<file path="src/rtl/pair_dispatch_pkg.sv">
package pair_dispatch_pkg;

  localparam int CLS_W = 2;

  typedef enum logic [CLS_W-1:0] {
    CLS_INT   = 2'b00,
    CLS_FPMEM = 2'b01,
    CLS_FPOP  = 2'b10,
    CLS_FPOP2 = 2'b11
  } insn_cls_e;

  // bit 1 of the class picks the floating-point pipe
  function automatic logic goes_fp(input logic [CLS_W-1:0] c);
    return c[1];
  endfunction

  // integer-pipe work that touches the floating-point register file
  function automatic logic touches_fprf(input logic [CLS_W-1:0] c);
    return (c == CLS_FPMEM);
  endfunction

  // legal pair shape: older on integer pipe, younger on fp pipe
  function automatic logic pair_shape_ok(input logic [CLS_W-1:0] left,
                                         input logic [CLS_W-1:0] right);
    return !goes_fp(left) && goes_fp(right);
  endfunction

  function automatic logic [1:0] n_issued(input logic a, input logic b);
    return {1'b0, a} + {1'b0, b};
  endfunction

endpackage

</file>
<file path="src/rtl/pd_select.sv">
module pd_select
  import pair_dispatch_pkg::*;
(
  input  logic             en,
  input  logic             hold_vld,
  input  logic [CLS_W-1:0] hold_cls,
  input  logic             fetch_valid,
  input  logic [CLS_W-1:0] cls_lo,
  input  logic [CLS_W-1:0] cls_hi,
  input  logic             int_stall,
  input  logic             fp_stall,
  output logic             first_go,
  output logic             second_go,
  output logic             take_pkt,
  output logic             park_hi
);

  logic [CLS_W-1:0] first_cls;
  logic             first_present;
  logic             first_blocked;

  always_comb begin
    first_cls     = hold_vld ? hold_cls : cls_lo;
    first_present = hold_vld || fetch_valid;
    first_blocked = goes_fp(first_cls) ? fp_stall : int_stall;
    first_go      = en && first_present && !first_blocked;
    second_go     = first_go && !hold_vld && pair_shape_ok(cls_lo, cls_hi) && !fp_stall;
    take_pkt      = first_go && !hold_vld;
    park_hi       = take_pkt && !second_go;
  end

endmodule

</file>
<file path="src/rtl/pd_hold.sv">
module pd_hold
  import pair_dispatch_pkg::*;
#(
  parameter int INSN_W = 32
) (
  input  logic              clk,
  input  logic              rst_n,
  input  logic              load,
  input  logic              drain,
  input  logic [INSN_W-1:0] insn_in,
  input  logic [CLS_W-1:0]  cls_in,
  output logic              vld,
  output logic [INSN_W-1:0] insn,
  output logic [CLS_W-1:0]  cls
);

  always_ff @(posedge clk) begin
    if (!rst_n) begin
      vld  <= 1'b0;
      insn <= '0;
      cls  <= '0;
    end else if (load) begin
      vld  <= 1'b1;
      insn <= insn_in;
      cls  <= cls_in;
    end else if (drain) begin
      vld  <= 1'b0;
    end
  end

endmodule

</file>
<file path="src/rtl/pd_route.sv">
module pd_route
  import pair_dispatch_pkg::*;
#(
  parameter int INSN_W = 32
) (
  input  logic              first_go,
  input  logic              second_go,
  input  logic [INSN_W-1:0] first_insn,
  input  logic [CLS_W-1:0]  first_cls,
  input  logic [INSN_W-1:0] second_insn,
  output logic              int_valid,
  output logic [INSN_W-1:0] int_insn,
  output logic              fp_valid,
  output logic [INSN_W-1:0] fp_insn,
  output logic              fp_port_pair
);

  logic first_to_fp;

  always_comb begin
    first_to_fp  = goes_fp(first_cls);
    int_valid    = first_go && !first_to_fp;
    int_insn     = int_valid ? first_insn : '0;
    fp_valid     = second_go || (first_go && first_to_fp);
    if (second_go)
      fp_insn = second_insn;
    else if (first_go && first_to_fp)
      fp_insn = first_insn;
    else
      fp_insn = '0;
    fp_port_pair = second_go && touches_fprf(first_cls);
  end

endmodule

</file>
<file path="src/rtl/pair_dispatch.sv">
module pair_dispatch
  import pair_dispatch_pkg::*;
#(
  parameter int INSN_W  = 32,
  localparam int NSLOT   = 2,
  localparam int FETCH_W = NSLOT * INSN_W
) (
  input  logic               clk,
  input  logic               rst_n,
  input  logic               fetch_valid,
  input  logic [FETCH_W-1:0] fetch_word,
  input  logic [CLS_W-1:0]   cls_lo,
  input  logic [CLS_W-1:0]   cls_hi,
  input  logic               int_stall,
  input  logic               fp_stall,
  output logic               slot0_issue,
  output logic               slot1_issue,
  output logic [1:0]         issue_cnt,
  output logic               fetch_adv,
  output logic               int_valid,
  output logic [INSN_W-1:0]  int_insn,
  output logic               fp_valid,
  output logic [INSN_W-1:0]  fp_insn,
  output logic               fp_port_pair
);

  logic [INSN_W-1:0] slot_insn [NSLOT];

  for (genvar g = 0; g < NSLOT; g++) begin : g_split
    assign slot_insn[g] = fetch_word[g*INSN_W +: INSN_W];
  end

  // named internal events for the checker
  logic              hold_vld;
  logic [INSN_W-1:0] hold_insn;
  logic [CLS_W-1:0]  hold_cls;
  logic              park_hi;
  logic              drain_hold;
  logic [INSN_W-1:0] first_insn;
  logic [CLS_W-1:0]  first_cls;

  pd_select u_sel (
    .en          (rst_n),
    .hold_vld    (hold_vld),
    .hold_cls    (hold_cls),
    .fetch_valid (fetch_valid),
    .cls_lo      (cls_lo),
    .cls_hi      (cls_hi),
    .int_stall   (int_stall),
    .fp_stall    (fp_stall),
    .first_go    (slot0_issue),
    .second_go   (slot1_issue),
    .take_pkt    (fetch_adv),
    .park_hi     (park_hi)
  );

  assign drain_hold = hold_vld && slot0_issue;

  pd_hold #(.INSN_W(INSN_W)) u_hold (
    .clk     (clk),
    .rst_n   (rst_n),
    .load    (park_hi),
    .drain   (drain_hold),
    .insn_in (slot_insn[1]),
    .cls_in  (cls_hi),
    .vld     (hold_vld),
    .insn    (hold_insn),
    .cls     (hold_cls)
  );

  assign first_insn = hold_vld ? hold_insn : slot_insn[0];
  assign first_cls  = hold_vld ? hold_cls  : cls_lo;

  pd_route #(.INSN_W(INSN_W)) u_route (
    .first_go     (slot0_issue),
    .second_go    (slot1_issue),
    .first_insn   (first_insn),
    .first_cls    (first_cls),
    .second_insn  (slot_insn[1]),
    .int_valid    (int_valid),
    .int_insn     (int_insn),
    .fp_valid     (fp_valid),
    .fp_insn      (fp_insn),
    .fp_port_pair (fp_port_pair)
  );

  assign issue_cnt = n_issued(slot0_issue, slot1_issue);

endmodule

</file>
<file path="config.mk">
export PLATFORM = sky130hd
export DESIGN_NAME = pair_dispatch
export DESIGN_NICKNAME = d
export VERILOG_FILES = /design/src/rtl/pair_dispatch_pkg.sv /design/src/rtl/pd_select.sv /design/src/rtl/pd_hold.sv /design/src/rtl/pd_route.sv /design/src/rtl/pair_dispatch.sv
export SDC_FILE = /design/constraint.sdc
export NUM_CORES = 1
export LEC_CHECK = 0
export BUFFER_PORTS_ARGS = -buffer_cell sky130_fd_sc_hd__buf_4
export CAP_MARGIN = 10
export CORE_MARGIN = 5
export CORE_UTILIZATION = 40
export CTS_CLUSTER_SIZE = 40
export DETAILED_ROUTE_END_ITERATION = 16
export PLACE_DENSITY_LB_ADDON = 0.05
export SLEW_MARGIN = 0
export SYNTH_ARGS = -nofsm -noshare
export SYNTH_HDL_FRONTEND = slang
export SYNTH_SLANG_ARGS = --single-unit
</file>
<file path="constraint.sdc">
create_clock -name clk -period 1.6 [get_ports clk]
set_clock_uncertainty 0.1 [all_clocks]
set_input_delay 0.24 -clock clk [delete_from_list [all_inputs] [get_ports clk]]
set_output_delay 0.24 -clock clk [all_outputs]
set_load 0.01 [all_outputs]
</file>
==> results.toml, run 1 <==
[status]
run_status = "finished with violations"
violations = "setup timing"

[critical_path]
critical_path.startpoint_type = "register"
critPathCaptureType = "output pin"
crit_required_ns = 1.26
worst-endpoint-arrival_ns = 1.64
crit_path_max_fanout = 7
worstSetupPathType = "reg -> out"

[sta]
finalMaxSlewViolations = 0
final_min_period_over_clock_period_pct = 123.7
tightestPinTransition_ns = 0.4584
fin_crit_ns = 1.980
timing.max_slew.rel_slack_pct = 69.44
finalSetupViolations = 72
timing_hold_violations_final = 0
maxClockFrequency_mhz = 505.2
fin_setup_tns_ns = -23.87
post-route-worst-setup-slack_ns = -0.3796
rsz_0062_raised_after_global_routing = "true"

[logic_synthesis]
synthesis.area_um2 = 2556
synthesis.area_per_instance_um2 = 8.038
netlist.area_leader.share_pct = 27.41
synth_area_leaders = "dfxtp_1 27%, mux2i_1 26%, nand2_1 10%"
ys_types = 27
postSynth.asyncResetShare_pct = 0
post_synthesis_cell_type_with_the_largest_combined_area = "dfxtp_1"
synth.ff_latch_count = 35
synth_edf_count = 0
seq_area_frac_synth_pct = 27.41
netlist_instances = 318
yosys_warns = 0
synth_flop_cell = "dfxtp_1"
synthesis.nets = 392

[layout]
layout_commonest_cell = "buf_4"
final_std_cells_w_o_fill = 558
insertedDiodeCount = 0
final.fill_count = 421
finalNetCount = 554
footprint_of_the_multi_input_gates_um2 = 2369
mostFrequentLayoutCells = "129 x buf_4, 69 x nand2_1, 38 x buf_6"
area_growth_syn_to_layout_pct = 94.42
ff_latch_area_um2 = 705.7
fin_util_pct = 79.17
final_layout_size_suffix_gt1_share_pct = 67.78
stdcell_area_um2 = 4970

[drt]
detail_route.iter0.violations = 65
route.top_layer_used = "met4"
routedWlPerCell_um = 15.96
met2RoutedLength_mm = 4.639
drt-pass1-iter-count = 4
route.final.wire_length_mm = 8.907
routedLengthMet1_mm = 3.520
ant_nets = 0
routed-via-count = 2789
avgViaCountPerCell = 4.998
drc = 0
wl_met3_um = 582

[floorplan]
floorplan.initialDensity_pct = 40.72
floorplan.rows = 29
io_pins = 145
die_area_um2 = 8089
core_area_um2 = 6277
die_width_um = 89.94
die_h_um = 89.94

[grt]
grt_start_max_net_pins = 49
globalRoute.totalOverflow = 0
gr-usage-all-layers_pct = 20.38
number_of_global_route_vias_before_repair = 2870
global_route_wire_length_before_repair_mm = 13.78
number_of_antenna_violations_at_the_first_check_in_global_routing = 0

[power]
power.density_nw_per_um2 = 528.5
power_leakage_nw = 2.065
report.power.total_mw = 2.626
worst_ir_drop_vdd_v = 0.0005652

[cts]
cts-root-buf = "clkbuf_8"
cts.sinks = 35
clockBufferDepth = 2
cts.hold.buffers_added = 0
ctsHtreeMaxLevel = 2
cts_inserted_buffers = 5
clock_insertion_delay_worst_skew_ns = 0.28
cts_tree = "yes"
clock_pin_slew_worst_setup_and_hold_paths_ns = 0.07

[placed_design]
post-dp-hpwl_mm = 6.016
buffer_ports.inserted = 144
dp.cells = 540
gp_routability_congestion = 0.8063
place_area_um2 = 3866

[worst_hold_path]
holdCritPathClass = "in -> reg"

[job]
cap_violations = 0
-- per-stage QoR --
step	setup WS (ns)	hold slack [ns]
3_5_place_dp	-0.1730	0.3500
4_1_cts	-0.3540	0.1074
5_1_grt	-0.4541	0.1130
6_report	-0.3796	0.1054
2_1_floorplan	0.001243	0.2821
3_3_place_gp	-0.1417	0.3423
-- cells in the mapped netlist, types with 2 or more instances --
master and n:
nor2_1 35, o21ai_2 29, buf_6 3, inv_1 3, nand2b_1 4, o21ai_1 4
buf_4 7, mux2i_1 67, clkbuf_1 6, nand2_2 29, buf_2 9, nand2_1 70
nor2b_1 3, dfxtp_1 35, o21a_1 2
-- worst paths after layout --
path                   start         endpoint  slack (ns)  cells after the start
max reg2reg       u_hold.vld   u_hold.insn[1]        0.14                      5
min                cls_hi[0]    u_hold.cls[0]        0.11                      3
max               u_hold.vld      fp_insn[12]       -0.38                      7
min reg2reg  u_hold.insn[27]  u_hold.insn[27]        0.37                      2
-- kinds of logic (layout without fill, tap and decap cells) --
kind of cell,Yosys count,count (layout),synth area share [%]
and+or+nand+nor,148,148,26.87
muxes,67,67,26.24
AOI/OAI and AO/OA,39,39,12.53
DFF,35,35,27.41
buffers and inverters,28,191,6.461
adders and majority gates,1,1,0.4894
-- final cells by class --
type,count,share of cell area (%)
sequential,35,14.20
tap,77,1.939
multi-input combinational,255,47.66
clock buffer,7,1.939
timing repair buffer,180,33.84
inverter,3,0.2769
clock inverter,1,0.1511
-- metal layers --
metal,global-route usage (%),vias to the layer above
met5,0,-
met2,37.20,96
li1,-,1391
met4,5.459,0
met3,6.511,16
met1,22.58,1286
-- sequential cells by signal, summed over array words and instances, names as in the netlist --
name,count
u_hold.cls,2
u_hold.insn,32
u_hold.vld,1
-- critical path: stages (launching register included) --
cell       delay (ns)
dfxtp_4          0.37
nand2b_4         0.16
nor4_4           0.21
buf_6            0.20
clkbuf_16        0.17
nand2_2          0.06
o21ai_2          0.05
buf_4            0.13
-- timing repair --
item                                    CTS  global route
pin swaps                                30            12
endpoints found under the setup margin   72            72
gates resized for setup                 144            46
setup buffers                             5             1
cloned                                    4             1
-- power by group --
part	internal [mW]	switching, mW	total [mW]
clock	0.392	0.318	0.710
combinational	0.513	0.438	0.951
sequential	0.918	0.0474	0.965
No activity file was read; power rests on OpenSTA's default activity.
==> run 2: changes to the inputs <==
MAX_ROUTING_LAYER = met4   (was unset)
==> results.toml, run 2 (synthesis results as in run 1) <==
[cts]
cts.hold.buffers_added = 0
ctsHtreeMaxLevel = 2
clock_pin_slew_worst_setup_and_hold_paths_ns = 0.08
clock_insertion_delay_worst_skew_ns = 0.28
cts-root-buf = "clkbuf_8"
clockBufferDepth = 2
cts_inserted_buffers = 5
cts.sinks = 35
cts_tree = "yes"

[sta]
timing_hold_violations_final = 0
finalMaxSlewViolations = 0
fin_setup_tns_ns = -23.83
post-route-worst-setup-slack_ns = -0.3790
tightestPinTransition_ns = 0.4680
maxClockFrequency_mhz = 505.3
timing.max_slew.rel_slack_pct = 68.80
rsz_0062_raised_after_global_routing = "true"
fin_crit_ns = 1.979
final_min_period_over_clock_period_pct = 123.7
finalSetupViolations = 72

[placed_design]
gp_routability_congestion = 0.8181
buffer_ports.inserted = 144
preCtsSetupSlack_ns = -0.1730
dp.cells = 540
post-dp-hpwl_mm = 6.016

[drt]
wl_met3_um = 506
route.top_layer_used = "met4"
detail_route.iter0.violations = 61
drc = 0
route.final.wire_length_mm = 8.928
ant_nets = 0
routedWlPerCell_um = 16.00
drt-pass1-iter-count = 4
routed-via-count = 2795
met2RoutedLength_mm = 4.654
routedLengthMet1_mm = 3.603
avgViaCountPerCell = 5.009

[critical_path]
critPathMaxStageDelay_ns = 0.37
critical_path.startpoint_type = "register"
crit_required_ns = 1.26
worstSetupPathType = "reg -> out"
crit_path_max_fanout = 7
crit_path_cell_trace = "nand2b_4 > nor4_4 > buf_6 > clkbuf_16 > nand2_2 > o21ai_2 > buf_4"
critPathCaptureType = "output pin"
worst-endpoint-arrival_ns = 1.64
slowest_stage = "dfxtp_4"

[grt]
globalRoute.totalOverflow = 0
gr-usage-all-layers_pct = 20.93
grt_start_max_net_pins = 49
number_of_global_route_vias_before_repair = 2875
global_route_wire_length_before_repair_mm = 13.77
number_of_antenna_violations_at_the_first_check_in_global_routing = 0

[layout]
finalNetCount = 554
largest-register = "u_hold.insn"
largest_register_ff_count = 32
mostFrequentLayoutCells = "129 x buf_4, 69 x nand2_1, 38 x buf_6"
layout_commonest_cell = "buf_4"
area_growth_syn_to_layout_pct = 94.42
fin_util_pct = 79.17
insertedDiodeCount = 0
final_layout_size_suffix_gt1_share_pct = 67.78
final_std_cells_w_o_fill = 558
largestRegisters = "u_hold.insn x32, u_hold.cls x2, u_hold.vld x1"

[status]
run_status = "finished with violations"
violations = "setup timing"

[floorplan]
io_pins = 145
floorplan.initialDensity_pct = 40.72
die_h_um = 89.94
core_area_um2 = 6277
die_width_um = 89.94
die_area_um2 = 8089
floorplan.rows = 29

[job]
cap_violations = 0

[power]
combinationalPowerShare_pct = 36.2
power.share.clock_pct = 27.0
p_int_mw = 1.823
report.power.total_mw = 2.628
power_leakage_nw = 2.065
worst_ir_drop_vdd_v = 0.0005641
switching_power_mw = 0.8048
power.density_nw_per_um2 = 528.8
p_seq_share_pct = 36.7
switching_share_of_power_pct = 30.63

[worst_hold_path]
holdCritPathClass = "in -> reg"
==> run 2: layer usage <==
metal / vias to the layer above / global-route usage (%)
li1: 1393 / -
met3: 16 / 5.760
met1: 1292 / 23.05
met4: 0 / 5.459
met5: - / -
met2: 94 / 37.13
==> run 2: metrics by stage <==
| step | hold slack (ns) | cell area, um^2 |
|---|---|---|
| after floorplan | 0.2821 | 2606 |
| after global placement | 0.3423 | 3866 |
| after detailed placement | 0.3500 | 3866 |
| after CTS | 0.1074 | 4721 |
| after global routing | 0.1130 | 4970 |
| final | 0.1040 | 4970 |
==> run 2: final timing paths <==
| kind | start | end | slack (ns) | cells past startpoint |
|---|---|---|---|---|
| hold / removal | cls_hi[0] | u_hold.cls[0] | 0.10 | 3 |
| setup reg to reg | u_hold.vld | u_hold.insn[1] | 0.14 | 5 |
| hold reg to reg | u_hold.insn[27] | u_hold.insn[27] | 0.37 | 2 |
| setup / recovery | u_hold.vld | fp_insn[12] | -0.38 | 7 |
==> run 2: power by group through the flow <==
stage / clock network, mW / registers [mW] / logic, mW
after global placement: 0 / 0.965 / 0.655
final: 0.710 / 0.965 / 0.952
after floorplan: 0 / 0.955 / 0.355
after detailed placement: 0 / 0.965 / 0.665
after global routing: 0.778 / 0.971 / 1.01
after CTS: 0.721 / 0.961 / 0.894
==> run 2: what timing repair did <==
action	4_1_cts	5_1_grt
endpoints found under the setup margin	72	72
resized for setup	144	46
setup buffers	5	1
cloned	4	1
pin swaps	30	12
hold endpoints to repair	0	0
==> run 2: layout make-up <==
type	instances	area (um^2)
Timing Repair Buffer	180	1682
Sequential cell	35	705.7
Tap cell	77	96.34
Fill cell	421	1308
Clock buffer	7	96.34
Multi-Input combinational cell	255	2369
Clock inverter	1	7.507
Inverter	3	13.76
==> run 2: critical path, delay by kind of cell, from the launching register on <==
| kind | cells | cell delay [ns] |
|---|---|---|
| and+or+nand+nor | 3 | 0.43 |
| DFF | 1 | 0.37 |
| AOI/OAI and AO/OA | 1 | 0.05 |
| buffers and inverters | 3 | 0.50 |
